[src/rtl/itmr_pkg.sv]
package itmr_pkg;
  typedef enum logic [7:0] {
    OP_START = 8'h01,
    OP_STOP  = 8'h02,
    OP_EDGE  = 8'h04,
    OP_LEVEL = 8'h05,
    OP_ACK   = 8'h08
  } op_e;

  typedef enum logic {
    MODE_EDGE  = 1'b0,
    MODE_LEVEL = 1'b1
  } irq_mode_e;
endpackage

[src/rtl/itmr_cfg.sv]
module itmr_cfg
  import itmr_pkg::*;
#(
  parameter int CNT_W       = 24,
  parameter int ADDR_W      = 3,
  parameter int RELOAD_BASE = 4
) (
  input  logic             clk_i,
  input  logic             rst_ni,
  input  logic             we_i,
  input  logic [ADDR_W-1:0] addr_i,
  input  logic [7:0]       data_i,
  output logic [CNT_W-1:0] reload_o,
  output logic             start_o,
  output logic             stop_o,
  output logic             ack_o,
  output logic             mode_chg_o,
  output irq_mode_e        mode_o
);
  localparam int NUM_BYTES = CNT_W / 8;

  logic [CNT_W-1:0] reload_q;
  irq_mode_e        mode_q;
  logic             op_hit;

  for (genvar b = 0; b < NUM_BYTES; b++) begin : g_lane
    localparam int LANE_ADDR = RELOAD_BASE + b;
    always_ff @(posedge clk_i or negedge rst_ni) begin
      if (!rst_ni) reload_q[b*8 +: 8] <= '0;
      else if (we_i && addr_i == ADDR_W'(LANE_ADDR)) reload_q[b*8 +: 8] <= data_i;
    end
  end

  assign op_hit     = we_i && (addr_i == '0);
  assign start_o    = op_hit && (data_i == OP_START);
  assign stop_o     = op_hit && (data_i == OP_STOP);
  assign ack_o      = op_hit && (data_i == OP_ACK);
  assign mode_chg_o = op_hit && ((data_i == OP_EDGE) || (data_i == OP_LEVEL));

  always_ff @(posedge clk_i or negedge rst_ni) begin
    if (!rst_ni)         mode_q <= MODE_EDGE;
    else if (mode_chg_o) mode_q <= (data_i == OP_LEVEL) ? MODE_LEVEL : MODE_EDGE;
  end

  assign reload_o = reload_q;
  assign mode_o   = mode_q;

  p_mode_sel_r7: assert property (@(posedge clk_i) disable iff (!rst_ni)
    mode_chg_o |=> (mode_o == (($past(data_i) == OP_LEVEL) ? MODE_LEVEL : MODE_EDGE)));
  p_no_stray_write_r8: assert property (@(posedge clk_i) disable iff (!rst_ni)
    (we_i && (addr_i < ADDR_W'(RELOAD_BASE))) |=> $stable(reload_o));
endmodule

[src/rtl/itmr_core.sv]
module itmr_core #(
  parameter int CNT_W = 24
) (
  input  logic             clk_i,
  input  logic             rst_ni,
  input  logic             start_i,
  input  logic             stop_i,
  input  logic [CNT_W-1:0] reload_i,
  output logic             tc_o
);
  logic             en_q;
  logic [CNT_W-1:0] cnt_q;

  always_ff @(posedge clk_i or negedge rst_ni) begin
    if (!rst_ni) begin
      en_q  <= 1'b0;
      cnt_q <= '0;
    end else if (stop_i) begin
      en_q <= 1'b0;
    end else if (start_i) begin
      en_q  <= 1'b1;
      cnt_q <= reload_i;
    end else if (en_q) begin
      cnt_q <= (cnt_q == '0) ? reload_i : cnt_q - 1'b1;
    end
  end

  assign tc_o = en_q && (cnt_q == '0);

  p_start_load_r2: assert property (@(posedge clk_i) disable iff (!rst_ni)
    start_i |=> (cnt_q == $past(reload_i)));
  p_auto_reload_r3: assert property (@(posedge clk_i) disable iff (!rst_ni)
    (tc_o && !start_i && !stop_i) |=> (cnt_q == $past(reload_i)));
  p_count_down_r2: assert property (@(posedge clk_i) disable iff (!rst_ni)
    (en_q && cnt_q != '0 && !start_i && !stop_i) |=> (cnt_q == $past(cnt_q) - 1'b1));
  p_stop_quiet_r7: assert property (@(posedge clk_i) disable iff (!rst_ni)
    (stop_i && !start_i) |=> !tc_o);
endmodule

[src/rtl/itmr_irq.sv]
module itmr_irq
  import itmr_pkg::*;
#(
  parameter int PULSE_LEN = 2
) (
  input  logic      clk_i,
  input  logic      rst_ni,
  input  logic      tc_i,
  input  logic      clr_i,
  input  logic      ack_i,
  input  irq_mode_e mode_i,
  output logic      irq_no
);
  localparam int PW = $clog2(PULSE_LEN + 1);

  logic [PW-1:0] pulse_q;
  logic          pend_q;

  always_ff @(posedge clk_i or negedge rst_ni) begin
    if (!rst_ni) begin
      pulse_q <= '0;
      pend_q  <= 1'b0;
    end else if (clr_i) begin
      pulse_q <= '0;
      pend_q  <= 1'b0;
    end else if (mode_i == MODE_EDGE) begin
      pend_q  <= 1'b0;
      if (tc_i)               pulse_q <= PW'(PULSE_LEN);
      else if (pulse_q != '0) pulse_q <= pulse_q - 1'b1;
    end else begin
      pulse_q <= '0;
      // a new terminal count outranks a coincident acknowledge
      pend_q  <= tc_i || (pend_q && !ack_i);
    end
  end

  assign irq_no = !(pend_q || (pulse_q != '0));

  p_clear_high_r7: assert property (@(posedge clk_i) disable iff (!rst_ni)
    clr_i |=> irq_no);
  p_tc_low_r4: assert property (@(posedge clk_i) disable iff (!rst_ni)
    (tc_i && !clr_i) |=> !irq_no);
  p_pulse_second_r4: assert property (@(posedge clk_i) disable iff (!rst_ni)
    (mode_i == MODE_EDGE && $fell(irq_no) && !clr_i) |=> !irq_no);
  p_level_hold_r5: assert property (@(posedge clk_i) disable iff (!rst_ni)
    (mode_i == MODE_LEVEL && !irq_no && !ack_i && !clr_i) |=> !irq_no);
  p_ack_release_r5: assert property (@(posedge clk_i) disable iff (!rst_ni)
    (mode_i == MODE_LEVEL && ack_i && !tc_i) |=> irq_no);
endmodule

[src/rtl/interval_timer.sv]
module interval_timer
  import itmr_pkg::*;
#(
  parameter int CNT_W       = 24,
  parameter int ADDR_W      = 3,
  parameter int RELOAD_BASE = 4,
  parameter int PULSE_LEN   = 2
) (
  input  logic              clk_i,
  input  logic              rst_ni,
  input  logic              cfg_we_i,
  input  logic [ADDR_W-1:0] cfg_addr_i,
  input  logic [7:0]        cfg_data_i,
  output logic              irq_no
);
  logic [CNT_W-1:0] reload;
  logic             start, stop, ack, mode_chg, tc;
  irq_mode_e        mode;

  itmr_cfg #(
    .CNT_W(CNT_W), .ADDR_W(ADDR_W), .RELOAD_BASE(RELOAD_BASE)
  ) u_cfg (
    .clk_i(clk_i), .rst_ni(rst_ni), .we_i(cfg_we_i), .addr_i(cfg_addr_i),
    .data_i(cfg_data_i), .reload_o(reload), .start_o(start), .stop_o(stop),
    .ack_o(ack), .mode_chg_o(mode_chg), .mode_o(mode)
  );

  itmr_core #(.CNT_W(CNT_W)) u_core (
    .clk_i(clk_i), .rst_ni(rst_ni), .start_i(start), .stop_i(stop),
    .reload_i(reload), .tc_o(tc)
  );

  itmr_irq #(.PULSE_LEN(PULSE_LEN)) u_irq (
    .clk_i(clk_i), .rst_ni(rst_ni), .tc_i(tc), .clr_i(stop || mode_chg),
    .ack_i(ack), .mode_i(mode), .irq_no(irq_no)
  );
endmodule

[config.mk]
export PLATFORM = sky130hd
export DESIGN_NAME = interval_timer
export DESIGN_NICKNAME = d
export VERILOG_FILES = /design/src/rtl/itmr_pkg.sv /design/src/rtl/itmr_cfg.sv /design/src/rtl/itmr_core.sv /design/src/rtl/itmr_irq.sv /design/src/rtl/interval_timer.sv
export SDC_FILE = /design/constraint.sdc
export NUM_CORES = 1
export LEC_CHECK = 0
export BUFFER_PORTS_ARGS = -buffer_cell sky130_fd_sc_hd__buf_2
export CORE_ASPECT_RATIO = 1.2
export CORE_MARGIN = 8
export CORE_UTILIZATION = 35
export CTS_CLUSTER_DIAMETER = 200
export DETAILED_ROUTE_END_ITERATION = 10
export PLACE_DENSITY = 0.53
export SLEW_MARGIN = 25
export SYNTH_ARGS = -nofsm -noshare
export SYNTH_HDL_FRONTEND = slang
export SYNTH_SLANG_ARGS = --single-unit
export TNS_END_PERCENT = 20
[constraint.sdc]
create_clock -name clk_i -period 5.8 [get_ports clk_i]
set_input_delay 0.29 -clock clk_i [delete_from_list [all_inputs] [get_ports clk_i]]
set_output_delay 0.29 -clock clk_i [all_outputs]
set_load 0.02 [all_outputs]
==> results.toml <==
[status]
status = "finished, final reports clean"

[timing]
setup_viol = 0
grt_setup_unrepaired = "false"
worst_slack_ns = 3.11
skew_ns = 0.00910
tns_ns = 0
worst_pin_slew_ns = 0.714
relSlewSlack_pct = 52.4
hold_viol = 0
fmax_mhz = 371
finalCritPeriodShare_pct = 46.4
drv_slew = 0
final.min_clock_period_ns = 2.69

[pwr]
leakage_nw = 1.47
ir_drop_uv = 147
powerDensity_nw_per_um2 = 270

[place]
dp.cells = 427
hpwl_mm = 5.84
gp_congestion = 0.917
port_buffers = 14
dp_slack_ns = 3.14

[route]
num_vias = 2446
wire_per_inst_um = 18.7
drt-total-wl_mm = 8.16
first_iter_violations = 118
via_per_inst = 5.62
drcViolationCount = 0
first_pass_iters = 4
ant_nets = 0

[global_route]
grt_usage_pct = 14.1
grt_pass1_wl_mm = 13.4
grt-ovfl-total = 0
grt_max_degree = 54
antenna_found_initial = 0
grt_pass1_vias = 2501

[yosys]
synthesis.nets = 320
ys.flop_type = "dfrtp_1"
yosys_register_bits = 53
netlist_instances = 304
seq_area_frac_synth_pct = 43.0
synth_enable_flop_cells = 0
syn_area_per_cell_um2 = 10.1
syn_area_um2 = 3080
async_reset_ff_share_pct = 100
ys_warn_count = 0
yosysUniqueCellTypes = 60

[die]
die_x_um = 102
start_util_pct = 36.0
rows = 37
io_pins = 15
die_h_um = 119
design.die.area_um2 = 12100
core_area_um2 = 8560

[clock_tree]
post-cts-setup-buffer-count = 0
htree_levels = 2
cts_tree = "built"
clock_sinks = 53
root_buffer = "clkbuf_8"
numCtsBuffers = 5
ctsResizeCount = 0
cts.clk_slew.worst_paths_ns = 0.10
clk_path_buf_depth = 2
postCtsHoldBufs = 0
clk_latency_ns = 0.31

[critical_path]
crit_path_max_fanout = 16
cp.arrival_ns = 2.93
setup.worst_path.class = "flip-flop to flip-flop"
worstPathRequired_ns = 6.03
end_kind = "flip-flop"
start_kind = "flip-flop"

[finish]
n_antenna_cell = 0
syn2layout_area_growth_pct = 10.3
final_nets = 333
instances_no_fill = 435
drive_above_1_share_pct = 21.4

[flow_run]
drv_cap = 0

[min_path]
hp-class = "primary input to asynchronous set/reset pin"
## final timing paths
kind	startpoint	to	slack [ns]	cells past startpoint
max in group asynchronous	rst_ni	u_core.cnt_q[16]	5.21	2
hold reg to reg	u_cfg.reload_o[19]	u_cfg.reload_o[19]	0.52	1
setup / recovery	u_core.cnt_q[0]	u_core.cnt_q[3]	3.11	8
setup reg to reg	u_core.cnt_q[0]	u_core.cnt_q[3]	3.11	8
min in group clk_i	cfg_data_i[4]	u_cfg.reload_o[12]	0.31	2
hold / removal	rst_ni	u_cfg.reload_o[4]	0.10	2
## metrics by stage
stage	total power, mW	instance area, µm²	util, %	hold slack (ns)
3_3_place_gp	0.625	3270	38.1	0.467
5_1_grt	0.965	3400	39.7	0.162
6_report	0.918	3400	39.7	0.101
3_5_place_dp	0.629	3270	38.1	0.467
4_1_cts	0.928	3400	39.7	0.127
2_1_floorplan	0.572	3080	-	-0.00559
## worst max-delay path, cell delays in order, from the launching register on
cell	delay [ns]
dfrtp_1	0.41
inv_1	0.10
ha_1	0.23
or4b_1	0.71
nor3_4	0.31
a31oi_2	0.23
buf_4	0.29
a21oi_1	0.17
a2bb2oi_1	0.17
## synthesized netlist by cell type (all sizes together), types with 2 or more instances
master / count / share of area (%)
nor2b: 2 / 0.41
ha: 2 / 0.81
nand2: 25 / 3.0
nor3b: 2 / 0.49
mux2i: 14 / 4.5
and4: 2 / 0.57
nand3: 8 / 1.3
a2bb2oi: 7 / 2.0
nand2b: 3 / 0.61
mux2: 26 / 9.5
o21ai: 8 / 1.4
or3: 6 / 1.2
a21o: 3 / 0.73
a31oi: 6 / 1.4
nor2: 23 / 3.0
nand4: 2 / 0.41
or4: 6 / 1.6
nor4b: 3 / 1.5
o22ai: 8 / 1.6
a221o: 2 / 0.65
a21oi: 19 / 3.1
o211ai: 2 / 0.49
clkbuf: 6 / 0.73
nor4: 9 / 3.5
a21boi: 2 / 0.61
and3: 5 / 1.0
dfrtp: 53 / 43
nand3b: 2 / 0.49
nor3: 12 / 2.3
inv: 14 / 1.7
buf: 6 / 1.3
a41oi: 2 / 0.57
## cells in the final DEF, fill, tap and decap left out, types with 3 or more instances in the layout
cell type	count
dfrtp_1	53
mux2_2	26
nand2_1	25
nor2_1	22
a21oi_1	19
mux2i_1	14
buf_2	14
inv_1	12
nor3_1	11
nand3_1	8
o22ai_1	8
a2bb2oi_1	7
or3_1	6
o21ai_1	6
or4_1	5
nor4_1	5
and3_1	5
a31oi_1	5
clkbuf_8	5
buf_4	4
nor4_4	3
nand2b_1	3
a21o_1	3
## cell type report
class                      count  area [µm²]
fill                         873        5160
sequential                    53        1330
timing repair buffer          18         100
inverter                      14        52.6
clock buffer                   5        68.8
multi-input combinational    225        1640
clock inverter                 3        65.1
tap                          117         146
## cell families (layout without fill, tap and decap cells)
group | after synthesis | in the layout | synth area share (%)
compound gates | 67 | 67 | 15.1
xor+xnor | 1 | 1 | 0.284
fa+ha+maj | 2 | 2 | 0.812
buf+inv | 26 | 40 | 3.77
flops | 53 | 53 | 43.0
mux | 40 | 40 | 14.0
simple gates | 115 | 115 | 22.9
## registers in the layout, summed over array words and instances (netlist names)
| signal | count |
|---|---|
| u_core.cnt_q | 24 |
| u_core.en_q | 1 |
| u_irq.pulse_q | 2 |
| u_cfg.mode_o | 1 |
| u_irq.pend_q | 1 |
| u_cfg.reload_o | 24 |
## layer usage
metal,wire length (µm),up-vias,part of all wire [%],track usage (%)
met2,3960,55,49,22.7
met3,222,24,2.7,1.92
met1,3650,1205,45,18.0
li1,-,1162,-,-
met5,0,-,0,0
met4,319,0,3.9,6.91
## power breakdown
part	internal, mW	switching (mW)	total, mW
registers	0.420	0.0356	0.456
logic	0.0784	0.0855	0.164
clock network	0.172	0.127	0.299
(Power assumes the default switching activity.)
